===== src/rtl/hexp_pkg.sv =====
package hexp_pkg;

    typedef enum logic [2:0] {
        ST_IDLE,
        ST_SPLIT,
        ST_ROTATE,
        ST_SCALE,
        ST_DIVIDE,
        ST_FINISH
    } state_t;

    typedef enum logic {
        OP_EXP  = 1'b0,
        OP_TANH = 1'b1
    } op_t;

    // Shift amount used by CORDIC step s: shifts 1,2,3,4,4,5..13,13,14,...
    function automatic int shift_of(input int s);
        if (s <= 3)       return s + 1;
        else if (s <= 13) return s;
        else              return s - 1;
    endfunction

    function automatic real atanh_r(input real t);
        return 0.5 * $ln((1.0 + t) / (1.0 - t));
    endfunction

    // Reciprocal of the hyperbolic gain over the given number of steps.
    function automatic real inv_gain(input int steps);
        real g;
        g = 1.0;
        for (int s = 0; s < steps; s++) begin
            g = g * $sqrt(1.0 - 1.0 / (4.0 ** shift_of(s)));
        end
        return 1.0 / g;
    endfunction

endpackage


===== src/rtl/hexp_int_table.sv =====
module hexp_int_table #(
    parameter int FRAC_W = 16,
    parameter int RES_W  = 40,
    parameter int INT_LO = -16,
    parameter int INT_HI = 15,
    parameter int K_W    = 9
) (
    input  logic signed [K_W-1:0]   k,
    output logic        [RES_W-1:0] value
);
    localparam int DEPTH = INT_HI - INT_LO + 1;
    localparam int IDX_W = $clog2(DEPTH);
    localparam int SLOTS = 1 << IDX_W;

    logic [RES_W-1:0] rom [SLOTS];

    for (genvar g = 0; g < SLOTS; g++) begin : g_rom
        if (g < DEPTH) begin : g_used
            localparam logic [RES_W-1:0] ENTRY =
                RES_W'(longint'($exp(real'(g + INT_LO)) * (2.0 ** FRAC_W)));
            assign rom[g] = ENTRY;
        end else begin : g_pad
            assign rom[g] = '0;
        end
    end

    int offset;

    always_comb begin
        offset = int'(k) - INT_LO;
        if (offset >= 0 && offset < DEPTH)
            value = rom[IDX_W'(offset)];
        else
            value = '0;
    end

endmodule


===== src/rtl/hexp_cordic.sv =====
module hexp_cordic
    import hexp_pkg::*;
#(
    parameter int CW        = 32,
    parameter int CFRAC     = 28,
    parameter int FRAC_W    = 16,
    parameter int MAX_SHIFT = 24
) (
    input  logic              clk,
    input  logic              rst_n,
    input  logic              load,
    input  logic              step,
    input  logic [FRAC_W-1:0] frac_in,
    output logic              finished,
    output logic [CW-1:0]     exp_frac
);
    localparam int STEPS = MAX_SHIFT + 2;
    localparam int CNT_W = $clog2(STEPS + 1);
    localparam int SLOTS = 1 << CNT_W;
    localparam logic signed [CW-1:0] X_INIT =
        CW'(longint'(inv_gain(STEPS) * (2.0 ** CFRAC)));
    localparam logic signed [CW-1:0] Z_LIMIT =
        CW'(longint'(2.0 ** (CFRAC - MAX_SHIFT + 1)));

    logic signed [CW-1:0] ang_rom [SLOTS];

    for (genvar g = 0; g < SLOTS; g++) begin : g_ang
        if (g < STEPS) begin : g_used
            localparam logic signed [CW-1:0] ANG =
                CW'(longint'(atanh_r(1.0 / (2.0 ** shift_of(g))) * (2.0 ** CFRAC)));
            assign ang_rom[g] = ANG;
        end else begin : g_pad
            assign ang_rom[g] = '0;
        end
    end

    logic signed [CW-1:0] x_q, y_q, z_q;
    logic signed [CW-1:0] x_n, y_n, z_n, x_sh, y_sh, ang;
    logic [CNT_W-1:0]     cnt_q;
    int                   sh;

    always_comb begin
        sh   = shift_of(int'(cnt_q));
        x_sh = x_q >>> sh;
        y_sh = y_q >>> sh;
        ang  = ang_rom[cnt_q];
        if (!z_q[CW-1]) begin
            x_n = x_q + y_sh;
            y_n = y_q + x_sh;
            z_n = z_q - ang;
        end else begin
            x_n = x_q - y_sh;
            y_n = y_q - x_sh;
            z_n = z_q + ang;
        end
    end

    always_ff @(posedge clk or negedge rst_n) begin
        if (!rst_n) begin
            x_q   <= '0;
            y_q   <= '0;
            z_q   <= '0;
            cnt_q <= CNT_W'(STEPS);
        end else if (load) begin
            x_q   <= X_INIT;
            y_q   <= '0;
            z_q   <= CW'(frac_in) <<< (CFRAC - FRAC_W);
            cnt_q <= '0;
        end else if (step && cnt_q < CNT_W'(STEPS)) begin
            x_q   <= x_n;
            y_q   <= y_n;
            z_q   <= z_n;
            cnt_q <= cnt_q + 1'b1;
        end
    end

    assign finished = (cnt_q == CNT_W'(STEPS));
    assign exp_frac = x_q + y_q;

    // the step counter never runs past the last step
    a_r3_step_bound: assert property (@(posedge clk) disable iff (!rst_n)
        cnt_q <= CNT_W'(STEPS));

    // once all steps are done the residual angle has converged
    a_r3_residual_small: assert property (@(posedge clk) disable iff (!rst_n)
        finished |-> (z_q <= Z_LIMIT && z_q >= -Z_LIMIT));

endmodule


===== src/rtl/hexp_divider.sv =====
module hexp_divider #(
    parameter int NUM_W = 41,
    parameter int QUO_W = 17
) (
    input  logic             clk,
    input  logic             rst_n,
    input  logic             load,
    input  logic [NUM_W-1:0] num,
    input  logic [NUM_W-1:0] den,
    output logic             finished,
    output logic [QUO_W-1:0] quo
);
    localparam int REM_W = NUM_W + 2;
    localparam int CNT_W = $clog2(QUO_W + 1);

    logic [REM_W-1:0] rem_q, den_q;
    logic [QUO_W-1:0] quo_q;
    logic [CNT_W-1:0] cnt_q;
    logic             fits;

    assign fits = (rem_q >= den_q);

    always_ff @(posedge clk or negedge rst_n) begin
        if (!rst_n) begin
            rem_q <= '0;
            den_q <= '0;
            quo_q <= '0;
            cnt_q <= CNT_W'(QUO_W);
        end else if (load) begin
            rem_q <= REM_W'(num);
            den_q <= REM_W'(den);
            quo_q <= '0;
            cnt_q <= '0;
        end else if (cnt_q < CNT_W'(QUO_W)) begin
            rem_q <= (fits ? (rem_q - den_q) : rem_q) << 1;
            quo_q <= {quo_q[QUO_W-2:0], fits};
            cnt_q <= cnt_q + 1'b1;
        end
    end

    assign finished = (cnt_q == CNT_W'(QUO_W));
    assign quo      = quo_q;

    // partial remainder stays below twice the divisor while running
    a_r6_rem_bound: assert property (@(posedge clk) disable iff (!rst_n)
        (cnt_q != CNT_W'(QUO_W)) |-> (rem_q < (den_q << 1)));

endmodule


===== src/rtl/hexp_unit.sv =====
module hexp_unit
    import hexp_pkg::*;
#(
    parameter int DATA_W    = 24,
    parameter int FRAC_W    = 16,
    parameter int RES_W     = 40,
    parameter int INT_LO    = -16,
    parameter int INT_HI    = 15,
    parameter int CW        = 32,
    parameter int CFRAC     = 28,
    parameter int MAX_SHIFT = 24
) (
    input  logic              clk,
    input  logic              rst_n,
    input  logic              start,
    input  logic              mode,
    input  logic [DATA_W-1:0] operand,
    output logic              busy,
    output logic              done,
    output logic [RES_W-1:0]  result
);
    localparam int EXT_W  = DATA_W + 1;
    localparam int K_W    = EXT_W - FRAC_W;
    localparam int NUM_W  = RES_W + 1;
    localparam int QUO_W  = FRAC_W + 1;
    localparam int PROD_W = RES_W + CW;
    localparam logic [RES_W-1:0] ONE_FX  = RES_W'(1) << FRAC_W;
    localparam logic [RES_W-1:0] SAT_MAX = '1;

    state_t                   state_q, state_d;
    op_t                      op_q;
    logic signed [DATA_W-1:0] arg_q;
    logic signed [K_W-1:0]    k_q;
    logic                     sat_hi_q, sat_lo_q, neg_q;
    logic [RES_W-1:0]         result_q;

    logic signed [EXT_W-1:0]  arg_ext;
    logic signed [K_W-1:0]    k_now;
    logic [FRAC_W-1:0]        frac_now;
    logic                     k_over, k_under;

    logic [RES_W-1:0]         tbl_val;
    logic [CW-1:0]            cordic_val;
    logic                     cordic_fin;
    logic [PROD_W-1:0]        prod;
    logic [RES_W-1:0]         e_prod, e_val;
    logic                     prod_ovf;

    logic [NUM_W-1:0]         div_num, div_den;
    logic [QUO_W-1:0]         div_quo;
    logic                     div_fin;

    // Split: doubling for tanh is a one-bit left shift
    always_comb begin
        if (op_q == OP_TANH) arg_ext = {arg_q, 1'b0};
        else                 arg_ext = {arg_q[DATA_W-1], arg_q};
        k_now    = arg_ext[EXT_W-1:FRAC_W];
        frac_now = arg_ext[FRAC_W-1:0];
        k_over   = (k_now > INT_HI);
        k_under  = (k_now < INT_LO);
    end

    hexp_int_table #(
        .FRAC_W (FRAC_W),
        .RES_W  (RES_W),
        .INT_LO (INT_LO),
        .INT_HI (INT_HI),
        .K_W    (K_W)
    ) u_table (
        .k     (k_q),
        .value (tbl_val)
    );

    hexp_cordic #(
        .CW        (CW),
        .CFRAC     (CFRAC),
        .FRAC_W    (FRAC_W),
        .MAX_SHIFT (MAX_SHIFT)
    ) u_cordic (
        .clk      (clk),
        .rst_n    (rst_n),
        .load     (state_q == ST_SPLIT),
        .step     (state_q == ST_ROTATE),
        .frac_in  (frac_now),
        .finished (cordic_fin),
        .exp_frac (cordic_val)
    );

    // Scale: e^k * e^f, or the saturated code
    always_comb begin
        prod     = PROD_W'(tbl_val) * PROD_W'(cordic_val);
        e_prod   = RES_W'(prod >> CFRAC);
        prod_ovf = |(prod >> (CFRAC + RES_W));
        if (sat_hi_q || prod_ovf) e_val = SAT_MAX;
        else if (sat_lo_q)        e_val = '0;
        else                      e_val = e_prod;
        if (e_val >= ONE_FX) div_num = NUM_W'(e_val - ONE_FX);
        else                 div_num = NUM_W'(ONE_FX - e_val);
        div_den = NUM_W'(e_val) + NUM_W'(ONE_FX);
    end

    hexp_divider #(
        .NUM_W (NUM_W),
        .QUO_W (QUO_W)
    ) u_div (
        .clk      (clk),
        .rst_n    (rst_n),
        .load     (state_q == ST_SCALE && op_q == OP_TANH),
        .num      (div_num),
        .den      (div_den),
        .finished (div_fin),
        .quo      (div_quo)
    );

    // Next-state logic
    always_comb begin
        state_d = state_q;
        unique case (state_q)
            ST_IDLE:   if (start) state_d = ST_SPLIT;
            ST_SPLIT:  state_d = (k_over || k_under) ? ST_SCALE : ST_ROTATE;
            ST_ROTATE: if (cordic_fin) state_d = ST_SCALE;
            ST_SCALE:  state_d = (op_q == OP_TANH) ? ST_DIVIDE : ST_FINISH;
            ST_DIVIDE: if (div_fin) state_d = ST_FINISH;
            ST_FINISH: state_d = ST_IDLE;
            default:   state_d = ST_IDLE;
        endcase
    end

    // State register
    always_ff @(posedge clk or negedge rst_n) begin
        if (!rst_n) state_q <= ST_IDLE;
        else        state_q <= state_d;
    end

    // Datapath registers
    always_ff @(posedge clk or negedge rst_n) begin
        if (!rst_n) begin
            op_q     <= OP_EXP;
            arg_q    <= '0;
            k_q      <= '0;
            sat_hi_q <= 1'b0;
            sat_lo_q <= 1'b0;
            neg_q    <= 1'b0;
            result_q <= '0;
        end else begin
            unique case (state_q)
                ST_IDLE: if (start) begin
                    op_q  <= op_t'(mode);
                    arg_q <= operand;
                end
                ST_SPLIT: begin
                    k_q      <= k_now;
                    sat_hi_q <= k_over;
                    sat_lo_q <= k_under;
                end
                ST_SCALE: begin
                    neg_q <= (e_val < ONE_FX);
                    if (op_q == OP_EXP) result_q <= e_val;
                end
                ST_DIVIDE: if (div_fin) begin
                    if (neg_q) result_q <= RES_W'(0) - RES_W'(div_quo);
                    else       result_q <= RES_W'(div_quo);
                end
                default: ;
            endcase
        end
    end

    // Outputs
    always_comb begin
        busy   = (state_q != ST_IDLE);
        done   = (state_q == ST_FINISH);
        result = result_q;
    end

    // done is a single-cycle pulse
    a_r8_done_single: assert property (@(posedge clk) disable iff (!rst_n)
        done |=> !done);

    // the unit is idle right after done
    a_r8_idle_after_done: assert property (@(posedge clk) disable iff (!rst_n)
        done |=> !busy);

    // tanh results stay within [-1, +1]
    a_r6_tanh_bounded: assert property (@(posedge clk) disable iff (!rst_n)
        (done && op_q == OP_TANH) |->
            ($signed(result_q) <= $signed(ONE_FX) && $signed(result_q) >= -$signed(ONE_FX)));

    // an over-range integer part in exp mode yields the top code
    a_r4_sat_high: assert property (@(posedge clk) disable iff (!rst_n)
        (done && op_q == OP_EXP && sat_hi_q) |-> (result_q == SAT_MAX));

    // an under-range integer part in exp mode yields zero
    a_r5_sat_low: assert property (@(posedge clk) disable iff (!rst_n)
        (done && op_q == OP_EXP && sat_lo_q) |-> (result_q == '0));

endmodule


===== config.mk =====
export PLATFORM = sky130hd
export DESIGN_NAME = hexp_unit
export DESIGN_NICKNAME = d
export VERILOG_FILES = /design/src/rtl/hexp_pkg.sv /design/src/rtl/hexp_int_table.sv /design/src/rtl/hexp_cordic.sv /design/src/rtl/hexp_divider.sv /design/src/rtl/hexp_unit.sv
export SDC_FILE = /design/constraint.sdc
export NUM_CORES = 2
export LEC_CHECK = 0
export BUFFER_PORTS_ARGS = -buffer_cell sky130_fd_sc_hd__clkbuf_2
export CAP_MARGIN = 20
export CORE_MARGIN = 2
export CORE_UTILIZATION = 39
export DETAILED_ROUTE_END_ITERATION = 12
export PLACE_DENSITY_LB_ADDON = 0.25
export SLEW_MARGIN = 20
export SYNTH_ARGS = -nofsm -noshare
export SYNTH_HDL_FRONTEND = slang
export SYNTH_SLANG_ARGS = --single-unit

===== constraint.sdc =====
create_clock -name clk -period 14.45 [get_ports clk]
set_clock_uncertainty 0.1 [all_clocks]
set_input_delay 0.7225 -clock clk [delete_from_list [all_inputs] [get_ports clk]]
set_output_delay 0.7225 -clock clk [all_outputs]
set_load 0.05 [all_outputs]

# Word-level counts from Yosys, hierarchy flattened
# Memory sizes are Yosys's and may differ from the RTL's.
# Index checks and enable logic that the tools add are counted.
[totals]
register_bits = 287
latch_bits = 0
mem_bits_rw = 0
romBits = 2304
inputBits = 28
output_inout_bits = 42
word_cells = 117
n_memories = 2
[classes]
n_addsub = 17
n_mul = 1
div = 0
magnitude_cmp = 13
n_eq_ne = 11
shift = 2
muxes = 39
n_bitwise = 2
n_reduce_logical = 14
[mem_list]
columns = ["name", "words", "word_bits", "rd", "rd_ports_with_merged_regs", "write_ports", "line", "text"]
rows = [
  ["(no name shown)", 32, 40, 1, 0, 0, "hexp_int_table.sv:32", "value = rom[IDX_W'(offset)];"],
  ["(no name shown)", 32, 32, 1, 0, 0, "hexp_cordic.sv:46", "ang = ang_rom[cnt_q];"],
]
[ops]
columns = ["operator", "n"]
rows = [
  ["$mux W32", 13],
  ["$mux W40", 8],
  ["$add A32 B32 Y32", 4],
  ["$sub A32 B32 Y32", 3],
  ["$mux W43", 2],
  ["$pmux W40 S2", 1],
  ["$mul A40 B32 Y72", 1],
  ["$sshr A32 B32 Y32", 2],
  ["$ge A43 B41 Y1", 1],
  ["$mux W42", 1],
  ["$sub A42 B41 Y42", 1],
  ["$add A40 B17 Y41 const B", 1],
  ["$mux W41", 1],
  ["$sub A17 B40 Y41 const A", 1],
  ["$sub A40 B17 Y41 const B", 1],
  ["$ge A40 B17 Y1 const B", 1],
  ["$lt A40 B17 Y1 const B", 1],
  ["$mux W17", 2],
  ["$ge A32 B1 Y1 const B", 1],
  ["$lt A32 B7 Y1 const B", 1],
  ["$mux W24", 1],
  ["$mux W5", 4],
  ["$sub A1 B17 Y18 const A", 1],
  ["$pmux W3 S5", 1],
  ["28 further kinds", 45],
]

# Logic depth before layout (Yosys ltp)
[logic_depth]
ltp_word = 13
ltp_mapped = 60
ltp_nobuf = 54

# Hierarchy
# From an unflattened synthesis, not the netlist that was laid out.
[unflattened]
hier_cells = 9011
area_unflattened_um2 = 72557.1
[by_module_without_submodules]
columns = ["module", "n_inst", "cells_each", "area_each_um2", "seq_area_each_um2"]
rows = [
  ["hexp_unit", 1, 5569, 47206.5, 2001.9],
  ["hexp_cordic", 1, 2354, 16925.0, 2531.2],
  ["hexp_divider", 1, 896, 7297.0, 2655.0],
  ["hexp_int_table", 1, 192, 1128.6, 0.0],
]

# Worst setup path after synthesis
# Ideal clock, no wire load.
[synth_path]
path_kind = "register -> register"
start = "reg u_cordic.x_q[1]"
end = "reg u_div.rem_q[38]"
setup_time_ps = 65
arrival_time_ps = 13694
required_time_ps = 14285
path_slack_ps = 591
path_stages_with_launch = 57
path_buffers = 6
period_less_slack_ps = 13859
path_cell_list = "dfrtp_1 ha_1 a21o_1 a21oi_1 o21bai_1 a21oi_1 o21bai_1 a211o_1 a2111oi_0 o21ai_0 a211o_1 a21oi_1 o21bai_1 a21oi_1 xnor2_1 clkbuf_1 nand2_1 fa_1 (+21 left out) a221o_1 a221oi_1 mux2i_1 or2_2 clkbuf_1 clkbuf_1 clkbuf_1 a21oi_1 ha_1 inv_1 nor3_1 nand4_1 nor4_1 or4_1 buf_4 mux2i_1 mux2_2 nand2_1"
[synth_via]
elab_chain_len = 8
word_cells_on_any_way = 11
cone_classes = "add/sub (3); mul (1); order compare (1); mux (4); reduce/logical (2)"
[synth_rtl]
columns = ["item", "line", "text"]
rows = [
  ["start, declared", "hexp_cordic.sv:37", "logic signed [CW-1:0] x_q, y_q, z_q;"],
  ["start signal, assigned", "hexp_cordic.sv:70", "x_q <= x_n;"],
  ["$add A32 B32 Y32 (*)", "hexp_cordic.sv:78", "assign exp_frac = x_q + y_q;"],
  ["$mul A40 B32 Y72 (*)", "hexp_unit.sv:91", "prod = PROD_W'(tbl_val) * PROD_W'(cordic_val);"],
  ["$reduce_or A4 Y1", "hexp_unit.sv:93", "prod_ovf = |(prod >> (CFRAC + RES_W));"],
  ["$logic_or A1 B1 Y1", "hexp_unit.sv:94", "if (sat_hi_q || prod_ovf) e_val = SAT_MAX;"],
  ["$mux W40 (*)", "hexp_unit.sv:94", ""],
  ["$sub A17 B40 Y41, or another cell as far along", "hexp_unit.sv:98", "else div_num = NUM_W'(ONE_FX - e_val);"],
  ["$mux W41 (*)", "hexp_unit.sv:97", "if (e_val >= ONE_FX) div_num = NUM_W'(e_val - ONE_FX);"],
  ["$mux W43 (*)", "hexp_divider.sv:29", "end else if (load) begin"],
  ["end signal, assigned", "hexp_divider.sv:30", "rem_q <= REM_W'(num);"],
  ["end signal, assigned", "hexp_divider.sv:35", "rem_q <= (fits ? (rem_q - den_q) : rem_q) << 1;"],
  ["end, declared", "hexp_divider.sv:16", "logic [REM_W-1:0] rem_q, den_q;"],
]
# Mark *: on every way between the ends. The rest lies on a longest branch, timed or not.
# A chain may end at the register's enable or synchronous reset.

# Final worst setup path
[layout_path]
start = "reg u_cordic.y_q[1]"
end = "reg u_div.rem_q[4]"
[layout_via]
elab_chain_len = 8
word_cells_on_any_way = 11
cone_classes = "add/sub (3); mul (1); order compare (1); mux (4); reduce/logical (2)"
[layout_rtl]
columns = ["item", "line", "text"]
rows = [
  ["start, declared", "hexp_cordic.sv:37", ""],
  ["start signal, assigned", "hexp_cordic.sv:71", "y_q <= y_n;"],
  ["$add A32 B32 Y32 (*)", "hexp_cordic.sv:78", ""],
  ["$mul A40 B32 Y72 (*)", "hexp_unit.sv:91", ""],
  ["$reduce_or A4 Y1", "hexp_unit.sv:93", ""],
  ["$logic_or A1 B1 Y1", "hexp_unit.sv:94", ""],
  ["$mux W40 (*)", "hexp_unit.sv:94", ""],
  ["$sub A17 B40 Y41, or another cell as far along", "hexp_unit.sv:98", ""],
  ["$mux W41 (*)", "hexp_unit.sv:97", ""],
  ["$mux W43 (*)", "hexp_divider.sv:29", ""],
]
# Marked as above.

==> results list <==
- Final worst path period need: 13.69 ns
* Required time at the endpoint of the critical path: 14.87 ns
- The number of global-route vias before repair is 62400.
- Fraction of registers with async set/reset: 100%
* First-pass GRT wire length: 389000 µm
- Length in cells of the worst reg-to-reg path: 55
* Count of flip-flops with a built-in enable after synthesis: 0
- Summing every instance area after synthesis gives 68200 µm².
- Layout Area Growth over Synthesis: 9.13%
* Count of antenna-violating nets left after detailed routing: 0
- For this run, the leading register cell type out of synthesis is dfrtp_1.
- Tightest Hold Check Type: in -> async
* Number of detailed-route iterations in the first pass: 6
* Pin count of the biggest net entering global routing: 96
- Area share of the leading cell type in the synthesized netlist: 30.8%
* Mapped Nets: 10100
- Largest family of logic cells by synthesized area: adder cells
* Flop and latch count out of synthesis: 287
- Classification of the worst setup path: reg -> reg
* Share of synthesized area spent on multiplexers: 1.85%
- The floorplan step set the die width to 422 µm.
* Vertical die dimension: 422 µm
- After synthesis, the netlist uses 98 different library cells.
- For this configuration, the core starts out at a cell density of 39.2%.
* Routed via count divided by cell count: 5.65
- Share of the synthesized area in compound gates (AO/OA/AOI/OAI): 14.6%
- Library cell with the highest instance count after synthesis: inv_1
* Core outline area: 174000 µm²
* Synth Area in XOR/XNOR: 4.38%
- Number of buffers created by CTS: 36
- The largest total area in the synthesized netlist belongs to fa_1.
- For this design the top-level I/O count stands at 70.
- The tree is rooted in a clkbuf_16.
- Outcome: complete, no violations
* Setup repair after global routing missed its margin: false
- Cells with a size suffix above 1 make up 8.42% of the layout.
- The Yosys step of the flow raised 0 warnings.
- The worst setup path is launched from a register.
* Cell count after synthesis: 8474
- Summed over all nets, wire length on met3 after detailed routing comes to 17300 µm.
* CTS tree: done
- Simple-gate share of the synthesized area: 18.2%
- Adding up every negative setup slack in the final design gives 0 ns.
* Number of antenna violations at the first check in global routing: 8
* # rows: 153
- Met2 routed WL: 114000 µm
* Routed length per instance: 23.2 µm
- GRT Residual Overflow: 0
- For this block, the via count after detailed routing is 61200.
- Full die area: 178000 µm²
- Endpoint class of the critical path: register
- Count of maximum capacitance violations: 0
* Actual slew at the worst max-slew pin: 1.20 ns
- Worst reg-to-reg setup slack: 0.76 ns
* Worst-case clock buffer depth: 3
- Fraction of the cycle the final worst path needs: 94.8%
- The final count of hold timing violations came to 0.
- Max Fanout on Critical Path: 13
- Total wire length after detailed routing: 252000 µm
- Global-route usage over all layers: 28.5%
- Detailed-placement wirelength estimate: 203000 µm
- Total of buffers placed on input and output ports: 69
* Arrival time at the worst endpoint: 14.11 ns
- Sequential element share of the synthesized area: 10.5%
- On the critical path the largest part of the delay comes from adder cells.
- Setup violations remaining at the end of the flow were counted as 0.
- Reg2reg start: u_cordic.y_q[1]
* Hold-fix buffers, CTS: 0
- Clock network latency to the later pin of the worst-skew pair: 0.60 ns
* Met1 Routed Length: 107000 µm
* Final RePlAce weighted congestion: 1.01
* Critical path startpoint: u_cordic.y_q[1]
- Clk sinks: 287
* Arithmetic-cell share of the synthesized area counting full adders, half adders and majority gates: 40.1%
- For this block, the initial DRC count from the detailed router was 5591.
- Worst path max stage delay: 0.55 ns
- By count the netlist is led by inv_1, nand2_1, fa_1.
- Yosys attributes the largest share of cell area to fa_1, dfrtp_1, ha_1.
- Worst slew margin: 20.2%
* R2r endpoint: u_div.rem_q[4]
* Level count of the clock H-tree: 2
- Dividing the synthesized area by the synthesized cell count gives 8.05 µm².
* Net count of the finished layout: 10100
- Sum of buffers and inverters on the critical path: 13
* Minimum hold slack: 0.0231 ns
- The count of pins over their slew limit came to 0.
- The slowest stage of the critical path is the fa_1 cell.
- The detailed router used layers up to and including met4.
- Instance area at placement: 73000 µm²
* DRC violation count after routing: 0
- With fillers left out, the area of the finished cells amounts to 74400 µm².
- For this run, the top clock speed supported by timing is 0.0730 GHz.
- Clock-pin slew was measured on the worst setup and hold paths at 0.06 ns.
cells by family (layout without fill, tap and decap cells):
family | Yosys count | in the layout
buffers and inverters | 1852 | 1878
AND/OR/NAND/NOR | 2769 | 2769
other | 0 | 3
multiplexers | 113 | 113
flip-flops | 287 | 287
AO/OA/AOI/OAI | 1557 | 1557
XOR/XNOR | 341 | 341
adder cells (fa/ha/maj) | 1555 | 1555
worst max-delay path by stage:
stage / endpoint / slack [ns] / cells past startpoint
6_report: u_div.rem_q[4] / 0.76 / 55
3_3_place_gp: u_div.rem_q[4] / 0.32 / 55
3_5_place_dp: u_div.rem_q[26] / 0.20 / 55
2_1_floorplan: u_div.rem_q[38] / 0.59 / 56
4_1_cts: u_div.rem_q[36] / 0.13 / 53
5_1_grt: u_div.rem_q[19] / 0.02 / 54
cells in the final DEF (no fill, tap or decap), types with 103 or more instances in the layout:
cell type,synthesis,layout
nor2_1,568,554
nand3_1,257,257
buf_4,3,356
xnor2_1,191,168
inv_1,1379,1379
o21ai_0,380,379
ha_1,505,505
and2_1,154,153
fa_1,1050,1050
nor3_1,122,119
xor2_1,150,139
a21o_1,103,103
dfrtp_1,282,278
a21oi_1,420,401
nand2_1,1277,1276
repair_timing:
| action | CTS | global route |
|---|---|---|
| setup endpoints to repair | 0 | 46 |
| hold endpoints to repair | 0 | 0 |
| setup buffers | 0 | 2 |
| resized for setup | 0 | 27 |
final cells by class:
class	instances	area (µm²)
fillers	17700	99400
multi-input cells	6335	54700
flip-flops and latches	287	7190
inverters	1380	5180
repair buffers	435	3210
well taps	2325	2910
clock buffers	49	1010
clock inverters	14	205
diodes	3	7.51
through the flow:
step | setup slack [ns] | util, % | instances
final | 0.755 | 42.8 | 10800
after global routing | 0.0239 | 42.8 | 10800
after CTS | 0.130 | 42.7 | 10800
after detailed placement | 0.196 | 42.0 | 10800
after global placement | 0.321 | 42.0 | 10800
after floorplan | 0.591 | - | 8474
registers in the layout, indices dropped and copies added, names as in the netlist, 3 cells and up:
signal,cells
arg_q,24
k_q,9
result,40
state_q,3
u_cordic.cnt_q,5
u_cordic.x_q,32
u_cordic.y_q,32
u_cordic.z_q,32
u_div.cnt_q,5
u_div.den_q,41
u_div.quo,17
u_div.rem_q,43
routing by layer:
| metal | GRT usage (%) | vias to the layer above |
|---|---|---|
| met5 | 0 | - |
| met4 | 12.9 | 0 |
| met3 | 3.77 | 423 |
| met2 | 45.2 | 2318 |
| met1 | 38.6 | 31000 |
| li1 | - | 27500 |
Power is left out: the tool's default activity adds up to more than one toggle a clock period on the data nets, which glitch-free logic cannot reach.
